==> config.mk <==
export PLATFORM = sky130hd
export DESIGN_NAME = pm_event_unit
export DESIGN_NICKNAME = d
export VERILOG_FILES = /design/src/rtl/pm_event_pkg.sv /design/src/rtl/pm_cfg_regs.sv /design/src/rtl/pm_window_decode.sv /design/src/rtl/pm1_regs.sv /design/src/rtl/pm_event_unit.sv
export SDC_FILE = /design/constraint.sdc
export NUM_CORES = 1
export LEC_CHECK = 0
export BUFFER_PORTS_ARGS = -buffer_cell sky130_fd_sc_hd__buf_2
export CORE_ASPECT_RATIO = 1.25
export CORE_UTILIZATION = 45
export CTS_BUF_LIST = sky130_fd_sc_hd__clkbuf_4
export DETAILED_ROUTE_END_ITERATION = 8
export HOLD_SLACK_MARGIN = 0.08
export PLACE_DENSITY = 0.75
export RECOVER_POWER = 25
export SYNTH_ARGS = -nofsm -noshare
export SYNTH_HDL_FRONTEND = slang
export SYNTH_SLANG_ARGS = --single-unit
==> constraint.sdc <==
create_clock -name clk -period 2.2 [get_ports clk]
set_clock_uncertainty 0.2 [all_clocks]
set_input_delay 0.44 -clock clk [delete_from_list [all_inputs] [get_ports clk]]
set_output_delay 0.44 -clock clk [all_outputs]
set_load 0.01 [all_outputs]
==> src/rtl/pm_event_pkg.sv <==
package pm_event_pkg;

    localparam int REG_W     = 16;
    localparam int NUM_EVT   = 4;
    localparam int WIN_BITS  = 6;

    // event order: timer, lock, power switch, clock alarm
    localparam int EVT_POS [NUM_EVT] = '{0, 5, 8, 10};

    localparam logic [REG_W-1:0] EVT_MASK = 16'h0521;
    localparam int               TMR_BIT  = 0;

    localparam logic [WIN_BITS-1:0] OFF_STS = 6'h00;
    localparam logic [WIN_BITS-1:0] OFF_EN  = 6'h02;
    localparam logic [WIN_BITS-1:0] OFF_CTL = 6'h04;

    typedef struct packed {
        logic [REG_W-1:0] sts;
        logic [REG_W-1:0] en;
        logic [REG_W-1:0] ctl;
    } pm1_state_t;

endpackage

==> src/rtl/pm_cfg_regs.sv <==
module pm_cfg_regs #(
    parameter int          CFG_AW    = 8,
    parameter int          BASE_W    = 32,
    parameter logic [7:0]  BASE_ADDR = 8'h40,
    parameter logic [7:0]  WEN_ADDR  = 8'h80
) (
    input  logic              clk,
    input  logic              rst_n,
    input  logic              cfg_wr,
    input  logic [CFG_AW-1:0] cfg_addr,
    input  logic [7:0]        cfg_wdata,
    output logic [BASE_W-1:0] base_q,
    output logic              win_en_q
);
    localparam int NBYTES = BASE_W / 8;

    typedef struct packed {
        logic [BASE_W-1:0] base;
        logic              wen;
    } cfg_t;

    cfg_t cfg_d, cfg_q;

    always_comb begin
        cfg_d = cfg_q;
        if (cfg_wr) begin
            for (int i = 0; i < NBYTES; i++) begin
                if (cfg_addr == CFG_AW'(BASE_ADDR) + CFG_AW'(i))
                    cfg_d.base[i*8 +: 8] = cfg_wdata;
            end
            if (cfg_addr == CFG_AW'(WEN_ADDR))
                cfg_d.wen = cfg_wdata[0];
        end
    end

    always_ff @(posedge clk) begin
        if (!rst_n) cfg_q <= '0;
        else        cfg_q <= cfg_d;
    end

    assign base_q   = cfg_q.base;
    assign win_en_q = cfg_q.wen;
endmodule

==> src/rtl/pm_window_decode.sv <==
module pm_window_decode #(
    parameter int IO_AW    = 16,
    parameter int BASE_W   = 32,
    parameter int WIN_BITS = 6
) (
    input  logic [IO_AW-1:0]    io_addr,
    input  logic [BASE_W-1:0]   base,
    input  logic                win_en,
    output logic                hit,
    output logic [WIN_BITS-1:0] offset
);
    assign hit    = win_en && (io_addr[IO_AW-1:WIN_BITS] == base[IO_AW-1:WIN_BITS]);
    assign offset = io_addr[WIN_BITS-1:0];
endmodule

==> src/rtl/pm1_regs.sv <==
module pm1_regs
    import pm_event_pkg::*;
(
    input  logic                clk,
    input  logic                rst_n,
    input  logic                hit,
    input  logic [WIN_BITS-1:0] offset,
    input  logic                io_wr,
    input  logic [REG_W-1:0]    io_wdata,
    input  logic [NUM_EVT-1:0]  evt,
    output pm1_state_t          st_q
);
    pm1_state_t st_d, st_r;
    logic [REG_W-1:0] set_bits;
    logic [REG_W-1:0] clr_bits;

    always_comb begin
        set_bits = '0;
        for (int i = 0; i < NUM_EVT; i++)
            if (evt[i]) set_bits[EVT_POS[i]] = 1'b1;

        clr_bits = (io_wr && hit && offset == OFF_STS) ? io_wdata : '0;

        st_d     = st_r;
        st_d.sts = ((st_r.sts & ~clr_bits) | set_bits) & EVT_MASK;
        if (io_wr && hit && offset == OFF_EN)  st_d.en  = io_wdata & EVT_MASK;
        if (io_wr && hit && offset == OFF_CTL) st_d.ctl = io_wdata;
    end

    always_ff @(posedge clk) begin
        if (!rst_n) st_r <= '0;
        else        st_r <= st_d;
    end

    assign st_q = st_r;
endmodule

==> src/rtl/pm_event_unit.sv <==
module pm_event_unit
    import pm_event_pkg::*;
#(
    parameter int IO_AW  = 16,
    parameter int CFG_AW = 8,
    parameter int BASE_W = 32
) (
    input  logic              clk,
    input  logic              rst_n,
    input  logic              cfg_wr,
    input  logic [CFG_AW-1:0] cfg_addr,
    input  logic [7:0]        cfg_wdata,
    input  logic [IO_AW-1:0]  io_addr,
    input  logic              io_wr,
    input  logic              io_rd,
    input  logic [REG_W-1:0]  io_wdata,
    output logic [REG_W-1:0]  io_rdata,
    input  logic              ev_tmr,
    input  logic              ev_lock,
    input  logic              ev_pwr,
    input  logic              ev_rtc,
    output logic              sci,
    output logic              tmr_arm
);
    logic [BASE_W-1:0]   base_q;
    logic                win_en_q;
    logic                hit;
    logic [WIN_BITS-1:0] offset;
    pm1_state_t          st_q;
    logic [REG_W-1:0]    rd_mux;

    pm_cfg_regs #(.CFG_AW(CFG_AW), .BASE_W(BASE_W)) u_cfg (
        .clk(clk), .rst_n(rst_n), .cfg_wr(cfg_wr), .cfg_addr(cfg_addr),
        .cfg_wdata(cfg_wdata), .base_q(base_q), .win_en_q(win_en_q)
    );

    pm_window_decode #(.IO_AW(IO_AW), .BASE_W(BASE_W), .WIN_BITS(WIN_BITS)) u_dec (
        .io_addr(io_addr), .base(base_q), .win_en(win_en_q),
        .hit(hit), .offset(offset)
    );

    pm1_regs u_regs (
        .clk(clk), .rst_n(rst_n), .hit(hit), .offset(offset),
        .io_wr(io_wr), .io_wdata(io_wdata),
        .evt({ev_rtc, ev_pwr, ev_lock, ev_tmr}), .st_q(st_q)
    );

    always_comb begin
        case (offset)
            OFF_STS: rd_mux = st_q.sts;
            OFF_EN:  rd_mux = st_q.en;
            OFF_CTL: rd_mux = st_q.ctl;
            default: rd_mux = '0;
        endcase
    end

    assign io_rdata = (io_rd && hit) ? rd_mux : '0;
    assign sci      = |(st_q.sts & st_q.en & EVT_MASK);
    assign tmr_arm  = st_q.en[TMR_BIT] && !st_q.sts[TMR_BIT];
endmodule

Word level (Yosys, flattened, before mapping):

Cells that the tools add are included.

* register bits: 41
* output and inout port bits: 18
* logic and storage cells: 36

* eq/ne operators: 6
* mux-type cells: 7
* bitwise operators: 4
* reduce and logical (&&, ||, !) cells: 13

Operators with widths (number)
* case mux 16 bit (3 select lines): 1
* AND 11 bit: 2
* == test 8 x 7 -> 1 bit, second input constant: 2
* 2-to-1 mux 16 bit: 1
* 2-to-1 mux 11 bit: 1
* inverter 11 bit: 1
* OR 11 bit: 1
* == test 10 bit: 1
* == test 8 bit, second input constant: 1
* logical AND 1 bit: 7
* == test 6 x 2 -> 1 bit, second input constant: 1
* == test 6 x 3 -> 1 bit, second input constant: 1
* logical NOT 6 bit: 1
* AND reduction 2 bit: 3
* 2-to-1 mux 1 bit: 4
* OR reduction 4 bit: 1
* logical NOT 1 bit: 1

Logic depth before layout (Yosys ltp):

* depth after elaboration: 8
* depth in mapped cells: 6
* depth with buffers taken out: 4

Hierarchy:

From an unflattened synthesis, not the netlist that was laid out.

* cells, all modules: 350
* area, all modules: 3165.5 µm²

Modules (own cells, without submodules)
* pm_cfg_regs: instances 1, cells an instance 123, area each 1298.7 µm²
* pm1_regs: instances 1, cells an instance 130, area each 1153.6 µm²
* pm_event_unit: instances 1, cells an instance 77, area each 553.0 µm²
* pm_window_decode: instances 1, cells an instance 20, area each 160.2 µm²

Worst setup path before layout:

OpenSTA, ideal clock, no wires.

* path kind: in2reg
* start: input port io_addr[9]
* end: register u_regs.st_r, in the netlist u_regs.st_q[10]
* arrival: 2.012 ns
* required time: 1.928 ns
* setup slack: -0.084 ns
* stages on the path: 5
* path buffers: 1
* cell sequence: xor2_1 or4_4 nor4_4 buf_6 mux2i_1

* longest elaborated chain between the ends: 4

Ends and longest elaborated chain
* from (decl): line pm_event_unit.sv:13 `input logic [IO_AW-1:0] io_addr,`
* == test 10 bit: line pm_window_decode.sv:12 `assign hit = win_en && (io_addr[IO_AW-1:WIN_BITS] == base[IO_AW-1:WIN_BITS]);`
* logical AND 1 bit: line pm_window_decode.sv:12
* logical AND 1 bit (2 in a row): line pm1_regs.sv:27 `if (io_wr && hit && offset == OFF_CTL) st_d.ctl = io_wdata;`
* to (signal assigned): line pm1_regs.sv:32 `else st_r <= st_d;`
* to (decl): line pm1_regs.sv:13 `pm1_state_t st_d, st_r;`

Every way passes these cells.
A chain may end at the register's enable or synchronous reset.

Worst setup path in the final report:

* start: register u_cfg.cfg_q, in the netlist u_cfg.base_q[15]
* end: output port io_rdata[15]

* longest elaborated chain between the ends: 4

Ends and longest elaborated chain
* from (decl): line pm_cfg_regs.sv:22 `cfg_t cfg_d, cfg_q;`
* from (signal assigned): line pm_cfg_regs.sv:38 `else cfg_q <= cfg_d;`
* == test 10 bit: line pm_window_decode.sv:12
* logical AND 1 bit: line pm_window_decode.sv:12
* logical AND 1 bit: line pm_event_unit.sv:57 `assign io_rdata = (io_rd && hit) ? rd_mux : '0;`
* 2-to-1 mux 16 bit: line pm_event_unit.sv:57
* to (decl): line pm_event_unit.sv:17 `output logic [REG_W-1:0] io_rdata,`

Every way passes these cells.

==> summary.md <==
| Metric | Value |
|---|---|
| RD Place Congestion | `0.773` |
| Worst Setup Start Kind | `flip-flop` |
| FF-to-FF path depth | `7` |
| GRT Overall Usage | `0.211` |
| Number of buffers created by CTS | `5` |
| Hold depth | `2` |
| Met2 Resource Use GR | `0.357` |
| Layout area overhead | `35.7%` |
| Worst setup slack after layout | `-0.227 ns` |
| Post-synthesis sequential area ratio | `0.386` |
| # rows | `25` |
| Gr busiest metal | `met2` |
| RSZ-0062 raised after global routing | `true` |
| Clk Latency, worst-skew pair | `0.33 ns` |
| Wire length per cell | `12.0 um` |
| Vias in the first global route | `1683` |
| Met1 Use GR | `0.250` |
| Die ar. | `4290 sq um` |
| Finished Layout Cells | `353` |
| CTS H-tree depth | `2` |
| Critical Path RT | `1.56 ns` |
| Io pins | `75` |
| Syn nets | `272` |
| Critical path arrival | `1.79 ns` |
| Setup TNS | `-2.98 ns` |
| Max_cap viols | `0` |
| Via/cell ratio | `4.91` |
| CTS tree | `built` |
| Hold Path End | `u_regs.st_q[42]$_SDFF_PN0_` |
| Die H | `73.0 um` |
| Root Buffer Master | `clkbuf_4` |
| Worst-margin pin slew | `0.618 ns` |
| Remaining DRCs | `0` |
| Syn. warnings | `0` |
| Core Region | `3820 sq um` |
| Diode count | `0` |
| Final setup violation count | `16` |
| Syn Inst Count | `215` |
| Clock buffer depth | `2` |
| CP Max Fanout | `16` |
| Worst hold path class | `primary input to flip-flop` |
| Max-slew violations | `0` |
| Antenna violations before repair | `0` |
| Initial Utilization | `0.475` |
| DRT iter0 DRCs | `70` |
| TritonRoute pass-1 iters | `4` |
| Mean post-synth cell area | `8.43 sq um` |
| Met3 GRT Util | `0.0461` |
| Failing checks | `setup timing` |
| CP Capture Type | `output port` |
| Grt ovf | `0` |
| CTS Sinks | `35` |
| Kind of critical path | `flip-flop to output port` |
| Leak pwr | `1.15 nW` |
| Pwr Density | `456 nW/um^2` |
| Mapped Area | `1810 sq um` |
| Reg clk slew, reported paths | `0.10 ns` |
| Fmax | `412 MHz` |
| Synthesis-stage register bit count | `35` |
| Final wirelength | `4240 um` |
| First-pass GRT wire length | `6930 um` |
| Worst reg2reg path startpoint | `u_cfg.base_q[15]$_SDFFE_PN0P_` |
| Die X | `58.8 um` |
| Area post-placement | `2310 sq um` |
| Cells after DPL | `342` |
| HPWL Detailed | `3100 um` |
| Unique cell type count in the Yosys netlist | `27` |
| Period utilization | `1.10` |
| HP Start | `io_wdata[10]` |
| Max IR drop VDD | `0.343 mV` |
| Buffers added on ports | `74` |
| Worst slack, placed | `-0.215 ns` |
| Final Util | `0.645` |
| Via Count | `1732` |
| R2r endpoint | `u_regs.st_q[12]$_SDFFE_PN0P_` |
| Status | `finished with violations` |
| Final worst path period need | `2.43 ns` |
| Fin area | `2460 sq um` |
| Layout cells sized above 1 | `0.378` |
| Post-route ant nets | `0` |
| Largest net degree at the start of global routing | `28` |
| R2R setup slack | `0.04 ns` |
| Worst slew margin | `0.588` |
| Final hold vios | `0` |
| Final nets | `355` |
[worst max-delay path, stage by stage (launching register included)]
cell and delay (ns):
dfxtp_2 0.33, xor2_1 0.17, nor4_2 0.30, nand4_1 0.15
buf_6 0.19, nor3_1 0.14, buf_2 0.16
[registers in the layout (all words and copies together), names as in the netlist]
register,cells
u_regs.st_q,24
u_cfg.base_q,10
u_cfg.win_en_q,1
[through the flow]
step | hold slack [ns] | power [mW]
floorplan | 0.234 | 0.714
global placement | 0.243 | 0.783
detailed placement | 0.251 | 0.785
CTS | 0.0821 | 1.13
global route | 0.0816 | 1.18
finish | 0.0915 | 1.12
[worst max path at each step]
stage | from | endpoint | slack, ns | depth (start not counted)
global placement | io_addr[0] | io_rdata[3] | -0.21 | 8
detailed placement | io_addr[0] | io_rdata[6] | -0.21 | 8
CTS | u_cfg.base_q[15]$_SDFFE_PN0P_ | io_rdata[1] | -0.21 | 6
floorplan | io_addr[10] | u_regs.st_q[10]$_SDFFE_PN0P_ | -0.08 | 5
finish | u_cfg.base_q[15]$_SDFFE_PN0P_ | io_rdata[15] | -0.23 | 6
global route | u_cfg.base_q[9]$_SDFFE_PN0P_ | io_rdata[6] | -0.31 | 6
[synthesized netlist by cell type]
master / count / area [sq um]
a31oi_1: 4 / 25.0
nand3_1: 1 / 5.00
nor4_1: 5 / 31.3
nor2b_1: 14 / 87.6
dfxtp_1: 35 / 701
buf_2: 1 / 5.00
mux2i_1: 35 / 350
nor3_1: 13 / 65.1
or4_4: 1 / 11.3
inv_1: 16 / 60.1
clkbuf_1: 9 / 33.8
o21ai_0: 4 / 20.0
a21oi_1: 4 / 20.0
nand2b_1: 1 / 6.26
nand3b_1: 1 / 7.51
or4_1: 2 / 15.0
nor4_4: 1 / 21.3
nand4_1: 2 / 12.5
a22oi_1: 2 / 15.0
and2_1: 1 / 6.26
buf_6: 1 / 11.3
nand4bb_1: 1 / 11.3
nand2_1: 39 / 146
nor3b_1: 2 / 15.0
xor2_1: 10 / 87.6
nor2_1: 9 / 33.8
nand4b_1: 1 / 8.76
[kinds of logic after synthesis]
| logic type | Yosys count | share of synthesized area |
|---|---|---|
| muxes | 35 | 0.193 |
| xor gates and xnor gates | 10 | 0.0483 |
| DFF | 35 | 0.386 |
| buffers and inverters | 27 | 0.0607 |
| and+or+nand+nor | 94 | 0.267 |
| AOI/OAI and AO/OA | 14 | 0.0442 |
[placed cells by master (no fill, tap or decap), types with 3 or more instances in the layout]
cell and n:
nor2b_1 14, nor3_1 6, nor2_1 9, nand2_1 39, buf_2 74, clkbuf_4 7, dfxtp_1 30, nor4_1 4
or4_4 3, o21ai_0 4, dfxtp_2 5, nor3_2 7, xor2_1 8, buf_4 8, a31oi_1 4, mux2i_1 35
a21oi_1 4, inv_1 16
[layer usage]
metal,routed length [um],part of all wire
met1,1720,0.41
met2,2250,0.53
met3,204,0.048
met4,61,0.014
met5,0,0
[report_power, final]
| part | switching (mW) | internal, mW | leakage [nW] |
|---|---|---|---|
| combinational | 0.0652 | 0.0645 | 0.825 |
| clock | 0.200 | 0.149 | 0.0361 |
| sequential | 0.00477 | 0.639 | 0.286 |
[layout make-up]
type / count / area (sq um)
repair buffers: 87 / 502
clock buffers: 7 / 52.6
inverters: 16 / 60.1
clock inverters: 1 / 5.00
multi-input cells: 153 / 1070
well taps: 54 / 67.6
flip-flops and latches: 35 / 707
fillers: 358 / 1360
[repair_timing]
action / in CTS / in global routing
hold endpoints to repair: 0 / 0
hold buffers: 0 / 0
endpoints found under the setup margin: 16 / 36
gates resized for setup: 4 / 11
pin swaps: 1 / 4
setup buffers: 0 / 2
cloned: 0 / 1
(Power assumes the default switching activity.)
